`src/rtl/wadp_pkg.sv`:
```
package wadp_pkg;

    localparam int OFFS_W = 10;
    localparam int LIMIT  = 512;
    localparam int GRANS  = LIMIT / 4;
    localparam int GI_W   = $clog2(GRANS);
    localparam int DATA_W = 32;

    typedef enum logic [1:0] {
        WC_NONE = 2'd0,
        WC_BYTE = 2'd1,
        WC_HALF = 2'd2,
        WC_WORD = 2'd3
    } wcode_e;

    typedef enum logic [1:0] {
        PM_DIRECT = 2'd0,
        PM_SPLIT  = 2'd1,
        PM_NARROW = 2'd2
    } pmode_e;

    typedef enum logic [2:0] {
        ST_IDLE   = 3'd0,
        ST_READ   = 3'd1,
        ST_WRITE  = 3'd2,
        ST_RMW_RD = 3'd3,
        ST_RMW_WR = 3'd4
    } state_e;

    typedef struct packed {
        logic              err;
        pmode_e            mode;
        logic [1:0]        rsz;
        logic [1:0]        nsz;
        logic [2:0]        nacc;
        logic [1:0]        shb;
        logic [OFFS_W-1:0] base;
    } plan_t;

    // Default granule map: bands of 16 granules cycle byte, half, word, absent.
    function automatic logic [2*GRANS-1:0] default_map();
        logic [2*GRANS-1:0] m;
        m = '0;
        for (int g = 0; g < GRANS; g++) begin
            case ((g >> 4) & 3)
                0:       m[2*g +: 2] = WC_BYTE;
                1:       m[2*g +: 2] = WC_HALF;
                2:       m[2*g +: 2] = WC_WORD;
                default: m[2*g +: 2] = WC_NONE;
            endcase
        end
        return m;
    endfunction

    function automatic logic [DATA_W-1:0] lane_mask(input logic [1:0] lg);
        case (lg)
            2'd0:    return 32'h0000_00FF;
            2'd1:    return 32'h0000_FFFF;
            default: return 32'hFFFF_FFFF;
        endcase
    endfunction

endpackage

```
`src/rtl/wadp_plan.sv`:
```
module wadp_plan
    import wadp_pkg::*;
#(
    parameter int                 ADDR_W    = 12,
    parameter logic [2*GRANS-1:0] WIDTH_MAP = default_map()
) (
    input  logic              req_write,
    input  logic [1:0]        req_size,
    input  logic [ADDR_W-1:0] req_addr,
    output plan_t             plan
);

    logic [1:0]        sz;
    logic [OFFS_W-1:0] off_al;
    logic              oor;
    logic [GI_W-1:0]   gidx;
    wcode_e            wc;
    logic [2:0]        wb;
    logic [2:0]        sb;
    logic [1:0]        sub;

    always_comb begin
        sz     = (req_size == 2'd3) ? 2'd2 : req_size;
        off_al = req_addr[OFFS_W-1:0] & ~(OFFS_W'((32'd1 << sz) - 32'd1));
        oor    = ({22'd0, off_al} >= 32'(LIMIT));
        gidx   = off_al[GI_W+1:2];
        wc     = oor ? WC_NONE : wcode_e'(WIDTH_MAP[2*gidx +: 2]);

        plan      = '0;
        plan.err  = (wc == WC_NONE);
        plan.rsz  = sz;
        plan.nsz  = 2'(wc) - 2'd1;
        wb        = 3'(3'd1 << plan.nsz);
        sb        = 3'(3'd1 << sz);
        sub       = off_al[1:0] & 2'(wb - 3'd1);
        plan.base = off_al;
        plan.nacc = 3'd1;
        plan.mode = PM_DIRECT;
        plan.shb  = 2'd0;

        if (!plan.err) begin
            if (sz > plan.nsz) begin
                plan.mode = PM_SPLIT;
                plan.nacc = 3'(3'd1 << (sz - plan.nsz));
            end else if (sz < plan.nsz) begin
                plan.mode = PM_NARROW;
                plan.base = off_al & ~(OFFS_W'(wb - 3'd1));
                plan.shb  = 2'(wb - sb - {1'b0, sub});
                plan.nacc = req_write ? 3'd2 : 3'd1;
            end
        end
    end

endmodule

```
`src/rtl/wadp_lanes.sv`:
```
module wadp_lanes
    import wadp_pkg::*;
(
    input  logic [1:0]        nsz,
    input  logic [1:0]        rsz,
    input  logic [1:0]        shb,
    input  logic [2:0]        rem,
    input  logic [DATA_W-1:0] acc_q,
    input  logic [DATA_W-1:0] wdata_q,
    input  logic [DATA_W-1:0] rd_in,
    output logic [DATA_W-1:0] acc_nx,
    output logic [DATA_W-1:0] rd_ext,
    output logic [DATA_W-1:0] wr_merge,
    output logic [DATA_W-1:0] wr_chunk
);

    logic [5:0]        lane_sh;
    logic [5:0]        chunk_sh;
    logic [DATA_W-1:0] field;
    logic [DATA_W-1:0] acc_shift;

    always_comb begin
        // Gather: earlier parts move up by one native width.
        case (nsz)
            2'd0:    acc_shift = acc_q << 8;
            2'd1:    acc_shift = acc_q << 16;
            default: acc_shift = '0;
        endcase
        acc_nx = acc_shift | (rd_in & lane_mask(nsz));

        // Extract the requested lanes from the gathered value.
        lane_sh = {1'b0, shb, 3'b000};
        rd_ext  = (acc_nx >> lane_sh) & lane_mask(rsz);

        // Merge new lanes into the fetched register value.
        field    = lane_mask(rsz) << lane_sh;
        wr_merge = (acc_q & ~field) | ((wdata_q & lane_mask(rsz)) << lane_sh);

        // Slice the part for the current split write, high part first.
        chunk_sh = 6'(6'(rem - 3'd1) << (6'd3 + {4'd0, nsz}));
        wr_chunk = (wdata_q >> chunk_sh) & lane_mask(nsz);
    end

endmodule

```
`src/rtl/width_adapter.sv`:
```
module width_adapter
    import wadp_pkg::*;
#(
    parameter int                 ADDR_W    = 12,
    parameter logic [2*GRANS-1:0] WIDTH_MAP = default_map()
) (
    input  logic              clk,
    input  logic              rst_n,
    input  logic              req_valid,
    output logic              req_ready,
    input  logic              req_write,
    input  logic [1:0]        req_size,
    input  logic [ADDR_W-1:0] req_addr,
    input  logic [31:0]       req_wdata,
    output logic              rsp_done,
    output logic              rsp_err,
    output logic [31:0]       rsp_rdata,
    output logic              reg_en,
    output logic              reg_we,
    output logic [1:0]        reg_size,
    output logic [9:0]        reg_addr,
    output logic [31:0]       reg_wdata,
    input  logic [31:0]       reg_rdata
);

    typedef struct packed {
        state_e            state;
        logic [OFFS_W-1:0] addr;
        logic [2:0]        rem;
        logic [1:0]        nsz;
        logic [1:0]        rsz;
        logic [1:0]        shb;
        logic [DATA_W-1:0] wdata;
        logic [DATA_W-1:0] acc;
        logic              done;
        logic              err;
        logic [DATA_W-1:0] rdata;
    } regs_t;

    regs_t             r_d, r_q;
    plan_t             plan;
    logic [DATA_W-1:0] acc_nx, rd_ext, wr_merge, wr_chunk;
    logic [OFFS_W-1:0] step;
    logic              last;

    wadp_plan #(
        .ADDR_W    (ADDR_W),
        .WIDTH_MAP (WIDTH_MAP)
    ) u_plan (
        .req_write (req_write),
        .req_size  (req_size),
        .req_addr  (req_addr),
        .plan      (plan)
    );

    wadp_lanes u_lanes (
        .nsz      (r_q.nsz),
        .rsz      (r_q.rsz),
        .shb      (r_q.shb),
        .rem      (r_q.rem),
        .acc_q    (r_q.acc),
        .wdata_q  (r_q.wdata),
        .rd_in    (reg_rdata),
        .acc_nx   (acc_nx),
        .rd_ext   (rd_ext),
        .wr_merge (wr_merge),
        .wr_chunk (wr_chunk)
    );

    always_comb begin
        r_d       = r_q;
        r_d.done  = 1'b0;
        reg_en    = 1'b0;
        reg_we    = 1'b0;
        reg_addr  = r_q.addr;
        reg_size  = r_q.nsz;
        reg_wdata = '0;
        step      = OFFS_W'(10'd1 << r_q.nsz);
        last      = (r_q.rem == 3'd1);

        case (r_q.state)
            ST_IDLE: begin
                if (req_valid) begin
                    if (plan.err) begin
                        r_d.done  = 1'b1;
                        r_d.err   = 1'b1;
                        r_d.rdata = '0;
                    end else begin
                        r_d.err   = 1'b0;
                        r_d.addr  = plan.base;
                        r_d.rem   = plan.nacc;
                        r_d.nsz   = plan.nsz;
                        r_d.rsz   = plan.rsz;
                        r_d.shb   = plan.shb;
                        r_d.wdata = req_wdata;
                        r_d.acc   = '0;
                        if (!req_write)
                            r_d.state = ST_READ;
                        else if (plan.mode == PM_NARROW)
                            r_d.state = ST_RMW_RD;
                        else
                            r_d.state = ST_WRITE;
                    end
                end
            end
            ST_READ: begin
                reg_en   = 1'b1;
                r_d.acc  = acc_nx;
                r_d.addr = r_q.addr + step;
                r_d.rem  = r_q.rem - 3'd1;
                if (last) begin
                    r_d.done  = 1'b1;
                    r_d.rdata = rd_ext;
                    r_d.state = ST_IDLE;
                end
            end
            ST_WRITE: begin
                reg_en    = 1'b1;
                reg_we    = 1'b1;
                reg_wdata = wr_chunk;
                r_d.addr  = r_q.addr + step;
                r_d.rem   = r_q.rem - 3'd1;
                if (last) begin
                    r_d.done  = 1'b1;
                    r_d.rdata = '0;
                    r_d.state = ST_IDLE;
                end
            end
            ST_RMW_RD: begin
                reg_en    = 1'b1;
                r_d.acc   = acc_nx;
                r_d.state = ST_RMW_WR;
            end
            ST_RMW_WR: begin
                reg_en    = 1'b1;
                reg_we    = 1'b1;
                reg_wdata = wr_merge;
                r_d.done  = 1'b1;
                r_d.rdata = '0;
                r_d.state = ST_IDLE;
            end
            default: r_d.state = ST_IDLE;
        endcase
    end

    always_ff @(posedge clk) begin
        if (!rst_n) begin
            r_q       <= '0;
            r_q.state <= ST_IDLE;
        end else begin
            r_q <= r_d;
        end
    end

    assign req_ready = (r_q.state == ST_IDLE);
    assign rsp_done  = r_q.done;
    assign rsp_err   = r_q.err;
    assign rsp_rdata = r_q.rdata;

endmodule

```
`config.mk`:
```
export PLATFORM = sky130hd
export DESIGN_NAME = width_adapter
export DESIGN_NICKNAME = d
export VERILOG_FILES = /design/src/rtl/wadp_pkg.sv /design/src/rtl/wadp_plan.sv /design/src/rtl/wadp_lanes.sv /design/src/rtl/width_adapter.sv
export SDC_FILE = /design/constraint.sdc
export NUM_CORES = 1
export LEC_CHECK = 0
export BUFFER_PORTS_ARGS = -buffer_cell sky130_fd_sc_hd__buf_4
export CAP_MARGIN = 20
export CORE_ASPECT_RATIO = 2
export CORE_MARGIN = 4
export CORE_UTILIZATION = 40
export DETAILED_ROUTE_END_ITERATION = 7
export PLACE_DENSITY = 0.64
export SETUP_SLACK_MARGIN = 0.02
export SKIP_CTS_REPAIR_TIMING = 1
export SLEW_MARGIN = 5
export SYNTH_ARGS = -nofsm -noshare
export SYNTH_HDL_FRONTEND = slang
export SYNTH_SLANG_ARGS = --single-unit
```
`constraint.sdc`:
```
create_clock -name clk -period 6.4 [get_ports clk]
set_input_delay 0.32 -clock clk [delete_from_list [all_inputs] [get_ports clk]]
set_output_delay 0.32 -clock clk [all_outputs]
set_load 0.02 [all_outputs]
```
==> results.py <==
metrics = {
    "outcome": {
        "outcome": "completed",
    },
    "hold_path": {
        "hp-class": "input port to flop",
    },
    "clock_tree": {
        "numCtsBuffers": 17,
        "clk_latency_ps": 430,
        "clockBufferDepth": 2,
        "cts_tree": "yes",
        "clock_sinks": 120,
        "htreeDepth": 4,
        "ctsRootBufferMaster": "clkbuf_16",
        "path_clk_slew_ps": 60,
    },
    "logic_synthesis": {
        "synth_top_family_by_area": "compound AO/OA/AOI/OAI gates",
        "ys_dominant_reg_cell": "dfxtp_1",
        "synth-compound-area-share_pct": 26.8,
        "yosys.cell_types.count": 85,
        "synth_nets": 1264,
        "avgSynthCellArea_um2": 7.83,
        "yosysTopAreaCell": "dfxtp_1",
        "synth.mux.area_fraction_pct": 13.2,
        "synth_area_leaders": "dfxtp_1 26%, mux2i_1 11%, nand2_1 7.1%",
        "synth_xor_area_share_pct": 0.578,
        "async_flop_share_pct": 0,
        "synth_seq_cells": 120,
        "ys_seq_area_share_pct": 26.4,
        "synth_fa_ha_area_share_pct": 3.06,
        "synth-simple-area-share_pct": 20.7,
        "synth_most_common_cell": "nand2_1",
        "synth_area_um2": 9090,
        "synth_warnings": 0,
        "synth_enable_flop_cells": 0,
        "synthTopCellsByCount": "173 x nand2_1, 120 x dfxtp_1, 96 x mux2i_1",
        "netlist_instances": 1161,
        "synth_top_area_share_pct": 26.4,
    },
    "timing": {
        "slew_headroom_pct": 26.7,
        "hold_violations": 0,
        "maxSlewViolCount": 0,
        "rsz0062_at_grt": "no",
        "layout_setup_ws_ps": 1510,
        "setup_violations": 0,
        "clock.fmax_ghz": 0.205,
        "worst_pin_slew_ps": 1090,
        "fin_crit_ps": 4890,
        "fin_worst_skew_ps": 9.52,
        "period_share_pct": 76.3,
        "holdWs_ps": 141,
        "fin_setup_tns_ps": 0,
    },
    "drt": {
        "drc": 0,
        "wl_per_cell_um": 22.9,
        "drt.antenna.violating_nets": 0,
        "drt_first_pass_iters": 8,
        "num_vias": 9073,
        "drt_iter0_markers": 744,
        "via_per_inst": 6.03,
        "wirelength_um": 34500,
    },
    "global_routing": {
        "grt_max_degree": 121,
        "grt_busiest_layer": "met2",
        "grtUsageMet1_pct": 28.6,
        "met2_usage_pct": 47.7,
        "gr-usage-met3_pct": 4.57,
        "grt.total_usage_pct": 26.6,
        "overflow": 0,
        "grt_antenna_before_repair": 0,
        "grt_pass1_wl_um": 51700,
        "grt_pass1_vias": 8758,
    },
    "finish": {
        "area.growth.synth_to_final_pct": 16.7,
        "layoutNonFillerInstCount": 1505,
        "drive_gt1_share_pct": 19.8,
        "diodes": 0,
        "nets": 1319,
    },
    "worst_setup_path": {
        "worst-endpoint-required_ps": 6080,
        "critPathMaxFanout": 30,
        "path_class": "flop to output port",
        "cp_data_arrival_time_ps": 4570,
        "critPathLaunchType": "flop",
        "end_kind": "output port",
    },
    "place": {
        "io_buffers": 160,
        "dp_cells": 1473,
        "dp_hpwl_um": 26300,
        "post-place-ws_ps": 2000,
        "place_congestion": 1.01,
    },
    "run": {
        "drv_cap": 0,
    },
    "die": {
        "pin_count": 163,
        "start_util_pct": 40.8,
        "design.core.area_um2": 22300,
        "dieArea_um2": 25300,
        "die_w_um": 115,
        "die_y_um": 221,
        "rows": 77,
    },
    "power": {
        "fin_total_pwr_mw": 2.48,
        "power.density_nw_per_um2": 234,
        "ir_worst_vdd_mv": 0.161,
        "p_leak_nw": 4.30,
    },
}
[final cells by class]
class / count / area, um2
Fill cell: 2231 / 11600
Multi-Input combinational cell: 882 / 5870
Sequential cell: 120 / 2400
Timing Repair Buffer: 171 / 1280
Clock buffer: 18 / 429
Tap cell: 276 / 345
Clock inverter: 14 / 181
Inverter: 24 / 90.1
[flip-flops by register name, summed over array words and instances, names as in the netlist]
name	cells
rsp_err	1
rsp_done	1
reg_addr	10
r_q	74
reg_size	2
rsp_rdata	32
[worst max-delay path, cell delays in order, from the launching register on]
cell and delay [ps]:
dfxtp_1 760, inv_1 190, ha_1 530, nand2_1 270, nor2_4 810, buf_4 330, mux2i_1 460, mux2i_1 210
o22ai_1 220, a221o_1 190, buf_4 150
[placed cells by master (no fill, tap or decap), drive strengths merged, types with 19 or more instances in the layout]
| cell type | synthesis | layout |
|---|---|---|
| mux2 | 19 | 19 |
| inv | 23 | 23 |
| a21oi | 61 | 61 |
| mux2i | 96 | 96 |
| buf | 70 | 171 |
| nand2 | 173 | 173 |
| nor2 | 64 | 64 |
| ha | 19 | 19 |
| a21boi | 64 | 64 |
| nor2b | 28 | 28 |
| nand3 | 46 | 46 |
| o21ai | 62 | 62 |
| dfxtp | 120 | 120 |
| and2 | 28 | 28 |
| a22o | 23 | 23 |
[worst paths after layout]
path / slack, ps / cells after the start / from / end
min: 140 / 3 / req_wdata[10] / r_q[76]
max: 1510 / 10 / reg_size[0] / reg_wdata[0]
max reg2reg: 2770 / 8 / reg_size[0] / rsp_rdata[1]
min reg2reg: 470 / 2 / rsp_rdata[15] / rsp_rdata[15]
[kinds of logic (layout without fill, tap and decap cells)]
family | Yosys count | count (layout)
xor gates and xnor gates | 6 | 6
AOI/OAI and AO/OA | 341 | 341
adders and majority gates | 21 | 21
buffers and inverters | 159 | 227
DFF | 120 | 120
muxes | 116 | 116
and+or+nand+nor | 398 | 398
[power breakdown]
part / switching, mW / internal (mW)
registers: 0.0538 / 0.776
logic: 0.404 / 0.244
clock network: 0.360 / 0.646
[per-layer routing]
layer  wire (um)  up-vias  share of wire, %
met5           0        -                 0
met4        1970        0               5.7
met3        1920      115               5.6
met2       18200      393                53
met1       12400     4285                36
li1            -     4280                 -
[per-stage QoR]
step | util, % | cell area (um2)
after floorplan | - | 9090
after global placement | 44.9 | 10000
after detailed placement | 44.9 | 10000
after CTS | 47.7 | 10600
after global routing | 47.7 | 10600
final | 47.7 | 10600
No activity file was read; power rests on OpenSTA's default activity.
